`src/rtl/walk_pkg.sv`:
```
package walk_pkg;

    typedef enum logic [2:0] {
        ST_IDLE      = 3'd0,
        ST_DIR_ISSUE = 3'd1,
        ST_DIR_WAIT  = 3'd2,
        ST_PTE_ISSUE = 3'd3,
        ST_PTE_WAIT  = 3'd4
    } walk_state_e;

    typedef enum logic [1:0] {
        FLT_NONE = 2'd0,
        FLT_DIR  = 2'd1,
        FLT_PTE  = 2'd2
    } walk_fault_e;

    localparam logic [1:0] DIR_VALID_CODE = 2'b01;

endpackage

```
`src/rtl/walk_entry_dec.sv`:
```
module walk_entry_dec #(
    parameter int AW        = 32,
    parameter int PT_ALIGN  = 10,
    parameter int FRAME_LSB = 12,
    parameter int ACI_LSB   = 4,
    parameter int ACI_W     = 4,
    parameter int VALID_BIT = 1
) (
    input  logic [AW-1:0]    entry,
    output logic             dir_ok,
    output logic [AW-1:0]    dir_table,
    output logic             pte_ok,
    output logic [AW-1:0]    pte_frame,
    output logic [ACI_W-1:0] pte_aci
);
    import walk_pkg::*;

    localparam logic [AW-1:0] TABLE_MASK = {AW{1'b1}} << PT_ALIGN;
    localparam logic [AW-1:0] FRAME_MASK = {AW{1'b1}} << FRAME_LSB;

    always_comb begin
        dir_ok    = (entry[1:0] == DIR_VALID_CODE);
        dir_table = entry & TABLE_MASK;
        pte_ok    = entry[VALID_BIT];
        pte_frame = entry & FRAME_MASK;
        pte_aci   = entry[ACI_LSB +: ACI_W];
    end

endmodule

```
`src/rtl/walk_fsm.sv`:
```
module walk_fsm (
    input  logic                     clk,
    input  logic                     rst_n,
    input  logic                     req_fire,
    input  logic                     mem_rvalid,
    input  logic                     dir_ok,
    input  logic                     pte_ok,
    output walk_pkg::walk_state_e    state,
    output logic                     req_ready,
    output logic                     busy,
    output logic                     mem_req,
    output logic                     done,
    output walk_pkg::walk_fault_e    fault,
    output logic                     load_table
);
    import walk_pkg::*;

    walk_state_e state_q, state_d;

    // State register
    always_ff @(posedge clk) begin
        if (!rst_n) state_q <= ST_IDLE;
        else        state_q <= state_d;
    end

    // Transitions
    always_comb begin
        state_d = state_q;
        unique case (state_q)
            ST_IDLE:      if (req_fire) state_d = ST_DIR_ISSUE;
            ST_DIR_ISSUE: state_d = ST_DIR_WAIT;
            ST_DIR_WAIT:  if (mem_rvalid) state_d = dir_ok ? ST_PTE_ISSUE : ST_IDLE;
            ST_PTE_ISSUE: state_d = ST_PTE_WAIT;
            ST_PTE_WAIT:  if (mem_rvalid) state_d = ST_IDLE;
            default:      state_d = ST_IDLE;
        endcase
    end

    // Outputs
    always_comb begin
        req_ready  = 1'b0;
        busy       = 1'b1;
        mem_req    = 1'b0;
        done       = 1'b0;
        fault      = FLT_NONE;
        load_table = 1'b0;
        unique case (state_q)
            ST_IDLE: begin
                req_ready = 1'b1;
                busy      = 1'b0;
            end
            ST_DIR_ISSUE: mem_req = 1'b1;
            ST_DIR_WAIT: begin
                if (mem_rvalid && dir_ok) load_table = 1'b1;
                if (mem_rvalid && !dir_ok) begin
                    done  = 1'b1;
                    fault = FLT_DIR;
                end
            end
            ST_PTE_ISSUE: mem_req = 1'b1;
            ST_PTE_WAIT: begin
                if (mem_rvalid) begin
                    done  = 1'b1;
                    fault = pte_ok ? FLT_NONE : FLT_PTE;
                end
            end
            default: busy = 1'b0;
        endcase
    end

    assign state = state_q;

    AST_BUSY_BLOCKS_REQ: assert property (@(posedge clk) disable iff (!rst_n)
        busy |-> !req_ready);
    AST_STROBE_SINGLE: assert property (@(posedge clk) disable iff (!rst_n)
        mem_req |=> !mem_req);
    AST_FAULT_ENDS_WALK: assert property (@(posedge clk) disable iff (!rst_n)
        (done && fault == FLT_DIR) |=> (!mem_req && !busy));
    AST_DIR_OK_NEXT_READ: assert property (@(posedge clk) disable iff (!rst_n)
        load_table |=> mem_req);

endmodule

```
`src/rtl/walk_errlog.sv`:
```
module walk_errlog #(
    parameter int AW      = 32,
    parameter int NLEVELS = 2
) (
    input  logic                         clk,
    input  logic                         rst_n,
    input  logic [NLEVELS-1:0]           log_en,
    input  logic [AW-1:0]                vaddr,
    output logic [NLEVELS-1:0][AW-1:0]   err_addr
);
    for (genvar g = 0; g < NLEVELS; g++) begin : g_lvl
        logic [AW-1:0] addr_q;
        always_ff @(posedge clk) begin
            if (!rst_n)         addr_q <= '0;
            else if (log_en[g]) addr_q <= vaddr;
        end
        assign err_addr[g] = addr_q;

        AST_LOG_HOLDS: assert property (@(posedge clk) disable iff (!rst_n)
            !log_en[g] |=> $stable(err_addr[g]));
    end

endmodule

```
`src/rtl/iova_walker.sv`:
```
module iova_walker #(
    parameter int AW         = 32,
    parameter int DIR_BITS   = 12,
    parameter int PT_BITS    = 8,
    parameter int OFF_BITS   = 12,
    parameter int ACI_W      = 4,
    parameter int ACI_LSB    = 4,
    parameter int BASE_ALIGN = 14,
    parameter int PT_ALIGN   = 10
) (
    input  logic             clk,
    input  logic             rst_n,
    input  logic             base_we,
    input  logic [31:0]      base_wdata,
    input  logic             req_valid,
    output logic             req_ready,
    input  logic [31:0]      req_vaddr,
    output logic             busy,
    output logic             rsp_valid,
    output logic [1:0]       rsp_fault,
    output logic [31:0]      rsp_paddr,
    output logic [3:0]       rsp_aci,
    output logic [31:0]      l1_err_addr,
    output logic [31:0]      l2_err_addr,
    output logic             mem_req,
    output logic [31:0]      mem_addr,
    input  logic             mem_rvalid,
    input  logic [31:0]      mem_rdata
);
    import walk_pkg::*;

    localparam int ENTRY_LOG = 2;
    localparam int DIR_LSB   = OFF_BITS + PT_BITS;
    localparam int PT_LSB    = OFF_BITS;
    localparam logic [AW-1:0] BASE_MASK = {AW{1'b1}} << BASE_ALIGN;
    localparam logic [AW-1:0] OFF_MASK  = ~({AW{1'b1}} << OFF_BITS);

    logic [AW-1:0] base_q, vaddr_q, table_q;

    walk_state_e   state;
    walk_fault_e   fault;
    logic          req_fire, done, load_table;
    logic          dir_ok, pte_ok;
    logic [AW-1:0] dir_table, pte_frame;
    logic [ACI_W-1:0] pte_aci;
    logic [AW-1:0] dir_off, pt_off;
    logic [1:0][AW-1:0] err_addr;

    assign req_fire = req_valid && req_ready;

    always_ff @(posedge clk) begin
        if (!rst_n) begin
            base_q  <= '0;
            vaddr_q <= '0;
            table_q <= '0;
        end else begin
            if (base_we)    base_q  <= base_wdata & BASE_MASK;
            if (req_fire)   vaddr_q <= req_vaddr;
            if (load_table) table_q <= dir_table;
        end
    end

    walk_entry_dec #(
        .AW(AW), .PT_ALIGN(PT_ALIGN), .FRAME_LSB(OFF_BITS),
        .ACI_LSB(ACI_LSB), .ACI_W(ACI_W), .VALID_BIT(1)
    ) u_dec (
        .entry(mem_rdata), .dir_ok(dir_ok), .dir_table(dir_table),
        .pte_ok(pte_ok), .pte_frame(pte_frame), .pte_aci(pte_aci)
    );

    walk_fsm u_fsm (
        .clk(clk), .rst_n(rst_n), .req_fire(req_fire), .mem_rvalid(mem_rvalid),
        .dir_ok(dir_ok), .pte_ok(pte_ok), .state(state), .req_ready(req_ready),
        .busy(busy), .mem_req(mem_req), .done(done), .fault(fault),
        .load_table(load_table)
    );

    walk_errlog #(.AW(AW), .NLEVELS(2)) u_log (
        .clk(clk), .rst_n(rst_n),
        .log_en({done && fault == FLT_PTE, done && fault == FLT_DIR}),
        .vaddr(vaddr_q), .err_addr(err_addr)
    );

    assign dir_off = {{(AW-DIR_BITS-ENTRY_LOG){1'b0}}, vaddr_q[DIR_LSB +: DIR_BITS], {ENTRY_LOG{1'b0}}};
    assign pt_off  = {{(AW-PT_BITS-ENTRY_LOG){1'b0}},  vaddr_q[PT_LSB +: PT_BITS],   {ENTRY_LOG{1'b0}}};

    always_comb begin
        mem_addr = '0;
        if (state == ST_DIR_ISSUE)      mem_addr = base_q + dir_off;
        else if (state == ST_PTE_ISSUE) mem_addr = table_q + pt_off;
    end

    always_comb begin
        rsp_valid = done;
        rsp_fault = fault;
        rsp_paddr = '0;
        rsp_aci   = '0;
        if (done && fault == FLT_NONE) begin
            rsp_paddr = pte_frame | (vaddr_q & OFF_MASK);
            rsp_aci   = pte_aci;
        end
    end

    assign l1_err_addr = err_addr[0];
    assign l2_err_addr = err_addr[1];

    AST_ACCEPT_READS: assert property (@(posedge clk) disable iff (!rst_n)
        req_fire |=> (mem_req && busy));
    AST_WORD_ALIGNED: assert property (@(posedge clk) disable iff (!rst_n)
        mem_req |-> mem_addr[1:0] == 2'b00);
    AST_L1_CAPTURE: assert property (@(posedge clk) disable iff (!rst_n)
        (rsp_valid && rsp_fault == 2'd1) |=> l1_err_addr == $past(vaddr_q));
    AST_RSP_NEEDS_DATA: assert property (@(posedge clk) disable iff (!rst_n)
        rsp_valid |-> (mem_rvalid && busy));
    AST_QUIET_IDLE: assert property (@(posedge clk) disable iff (!rst_n)
        !busy |-> (!mem_req && !rsp_valid));

endmodule

```
`config.mk`:
```
export PLATFORM = sky130hd
export DESIGN_NAME = iova_walker
export DESIGN_NICKNAME = d
export VERILOG_FILES = /design/src/rtl/walk_pkg.sv /design/src/rtl/walk_entry_dec.sv /design/src/rtl/walk_fsm.sv /design/src/rtl/walk_errlog.sv /design/src/rtl/iova_walker.sv
export SDC_FILE = /design/constraint.sdc
export NUM_CORES = 1
export LEC_CHECK = 0
export CAP_MARGIN = 20
export CORE_UTILIZATION = 35
export CTS_BUF_LIST = sky130_fd_sc_hd__clkbuf_16
export DETAILED_ROUTE_END_ITERATION = 8
export DONT_BUFFER_PORTS = 1
export GPL_TIMING_DRIVEN = 0
export PLACE_DENSITY = 0.57
export SYNTH_ARGS = -nofsm -noshare
export SYNTH_HDL_FRONTEND = slang
export SYNTH_SLANG_ARGS = --single-unit
```
`constraint.sdc`:
```
create_clock -name clk -period 1.8 [get_ports clk]
set_clock_uncertainty 0.05 [all_clocks]
set_input_delay 0.18 -clock clk [delete_from_list [all_inputs] [get_ports clk]]
set_output_delay 0.18 -clock clk [all_outputs]
set_load 0.02 [all_outputs]
```
==> summary.txt <==
Clock tree
  • H-tree levels: 4
  • Clk buf depth: 2
  • Worst skew pair latency: 0.42 ns
  • CTS tree: built
  • Sink Count: 139
  • Clk root buf: clkbuf_16
  • Num CTS Buffers: 17
  • Reg clk slew, reported paths: ~0.06 ns

Timing
  • Maximum clock rate: approximately 0.50 GHz
  • Worst slew margin: 0.533
  • RSZ-0062 raised after global routing: true
  • Count of final setup violators: 48
  • Slew @ Worst Pin: approximately 0.70 ns
  • Setup Total Neg Slack: -6.26 ns
  • Final worst-path cycle share: 1.11
  • Setup ws final: -0.206 ns
  • Final hold vios: 0
  • Final slew viol count: 0
  • Min Tclk post-route: between 2 and 2.5 ns
  • Min Hold Slack: approximately 0.06 ns

Pwr
  • Clock power share: 0.440
  • Overall Power: approximately 7.5 mW
  • Sequential share of power: 0.434
  • Maximum VDD drop: ~0.63 mV
  • P_int: 5.59 mW
  • Comb power frac: 0.126
  • P per Cell Area: ~840 nW/µm²
  • Switching Power: roughly 1.9 mW
  • Sw frac: 0.255
  • P_leak: ~3.4 nW

Finish
  • # diodes: 0
  • Nets: just over 900
  • Area grow syn2layout: 46.5%
  • Multi-input logic area: ~3700 µm²
  • Post-route cell area: roughly 8900 µm²
  • Share of layout cells above drive strength 1: 0.248
  • Layout Cells excl Fill: between 1000 and 1500
  • Area occupied by registers: 2790 µm²
  • Number of fill cells: about 1500

Global routing
  • Vias in the first global route: 5442
  • Global Route met2 Usage: 0.380
  • Met1 usage: 0.268
  • GR Layer Usage met3: 0.0631
  • Largest net degree at the start of global routing: 17
  • Initial antenna violation count: 0
  • Total gr overflow: 0
  • Most Used Layer, Global Route: met2
  • Gr usage total: 0.225
  • Global-route wire length before repair: slightly above 30000 µm

Detailed routing
  • Vias per cell: a little over 5
  • DRC Markers: 0
  • Antenna viol nets, final: 0
  • DRT iter0 DRCs: about 160
  • DRT Pass-1 Iters: 5
  • Via count: approximately 5200
  • Routed WL: 20300 µm
  • Avg WL per Cell: roughly 20 µm

Critical path
  • Crit-path leading delay family: simple AND/OR/NAND/NOR gates
  • Slowest cell on crit path: dfxtp_2
  • Reg2Reg Depth: 9
  • WP buf/inv: 3
  • Worst Setup Start Kind: register
  • Crit end category: output port
  • Setup Crit Path Kind: register to output port
  • CP arrival: roughly 1.8 ns
  • FF-to-FF setup slack: -0.03 ns
  • Worst path required time: roughly 1.6 ns
  • CP max FO: 7
  • Critical Path, Cell by Cell: buf_6 > nor3b_4 > and3_4 > buf_12 > clkbuf_16 > and2_4
  • Slowest Stage Delay on Critical Path: roughly 0.34 ns
  • Levels on crit path: 6

Floorplanning
  • Chip Height: roughly 130 µm
  • Starting density of the core: 0.363
  • Core ar.: 16800 µm²
  • Row count: between 40 and 50
  • Die area: 18000 µm²
  • Ports: between 200 and 250
  • Die Wd: 134 µm

Place
  • RD Place Congestion: 0.849
  • Inst Count DP: 898
  • Port bufs: 0
  • Hpwl dp: ~13000 µm
  • Cell Area, Placed: roughly 6400 µm²

Synth
  • Cell area after synthesis: approximately 6000 µm²
  • Cell accounting for the most synthesized area: dfxtp_1
  • Synth warn: 0
  • Synthesized flop and latch total: roughly 140
  • Cells after Synth: between 600 and 700
  • Ranking of synthesized cells by area: dfxtp_1 46%, mux2i_1 22%, nand2_1 13%
  • Synth cell count leaders: 206 x nand2_1, 139 x dfxtp_1, 134 x mux2i_1, 36 x and2_1, 32 x nor2_1
  • Synthesized-area fraction occupied by adder cells: 0
  • Synth Area in Simple Gates: 0.226
  • Largest family of logic cells by synthesized area: simple AND/OR/NAND/NOR gates
  • Count leader, synth: nand2_1
  • Post-Synth XOR/XNOR Area: 0
  • Share of the synthesized area in the top cell type: 0.456
  • Sequential share of the synthesized area: 0.456
  • Synth async-reset ratio: 0
  • Avg Cell Area, Syn: around 9 µm²
  • Main synth FF type: dfxtp_1
  • Post-synthesis compound-gate area fraction: 0.0467
  • Netlist cell types: 32
  • EDFF count, synth: 0
  • Proportion of synthesized area in mux cells: 0.220

Worst hold path
  • Hold Path Stages: 3
  • Hold crit path type: input pin to register

Job
  • Max Cap Violations: 0

Status
  • Failing checks: negative setup slack
  • Status: finished, violations left
[per-stage QoR]
stage / utilization / setup WS, ns
after floorplan: - / 0.242
after global placement: 0.380 / -0.129
after detailed placement: 0.380 / -0.171
after CTS: 0.510 / -0.193
after global routing: 0.532 / -0.257
final: 0.532 / -0.206
[layer usage]
layer | share of wire | up-vias
met4 | 0.021 | 0
met1 | 0.42 | 2543
met3 | 0.061 | 27
li1 | - | 2464
met5 | 0 | -
met2 | 0.50 | 177
[power by group through the flow]
stage                     clock [mW]  combinational (mW)  sequential [mW]
after floorplan                    0               0.418             3.28
after global placement             0               0.540             3.30
final                           3.30               0.947             3.26
after global routing            3.49                1.01             3.27
after detailed placement           0               0.551             3.30
after CTS                       3.36               0.856             3.24
[worst reg2reg max path: stages (launching register included)]
cell     delay (ns)
dfxtp_2        0.34
buf_6          0.11
nor3b_4        0.19
buf_4          0.15
nor3b_4        0.20
buf_6          0.16
buf_6          0.10
buf_12         0.12
buf_12         0.15
mux2i_1        0.20
[area by class of cell]
cell class,instances,share of cell area
Clock buffer,17,0.0475
Timing Repair Buffer,108,0.126
Buffer,53,0.0573
Clock inverter,13,0.0129
Inverter,4,0.00308
Sequential cell,139,0.312
Tap cell,220,0.0308
Multi-Input combinational cell,481,0.411
[worst paths after layout]
kind / from / end
worst min-delay path: mem_rvalid / u_log.g_lvl[0].addr_q[29]
worst max-delay path: u_fsm.state[2] / rsp_paddr[3]
worst max register to register: u_fsm.state[2] / u_log.g_lvl[1].addr_q[10]
worst min register to register: table_q[31] / table_q[31]
[cells by family (layout without fill, tap and decap cells)]
family,Yosys count,after routing
muxes,134,134
DFF,139,139
and+or+nand+nor,307,307
AOI/OAI and AO/OA,38,38
buffers and inverters,58,195
other,1,2
[cell usage in the layout (no fill, tap or decap), types with 3 or more instances in the layout]
cell           Yosys  routed
buf_12             0      16
clkbuf_16          0      20
a21boi_1          30      30
buf_8              3       3
mux2i_1          134     105
dfxtp_1          139     136
buf_6              3       7
dlygate4sd3_1      0      74
mux2i_4            0      19
buf_2             18       6
clkbuf_1          23      19
nor2_4             0      32
mux2i_2            0      10
nor2b_1           19      19
nand2_1          206     206
buf_4              5      28
inv_1              4       6
and2_4             0      35
clkinv_2           0       3
[sequential cells by signal (all words and copies together) (netlist names)]
register            flops
base_q                 18
table_q                22
u_fsm.state             3
u_log.g_lvl.addr_q     64
vaddr_q                32
[timing repair]
item                                    CTS  global route
hold buffers                             74             0
endpoints found under the setup margin   71           145
cloned                                    4             3
endpoints found under the hold margin    74             0
buffers inserted                         18            12
pin swaps                                21            39
gates resized for setup                 220            58
Note: power is estimated with default switching activity, not from simulation.
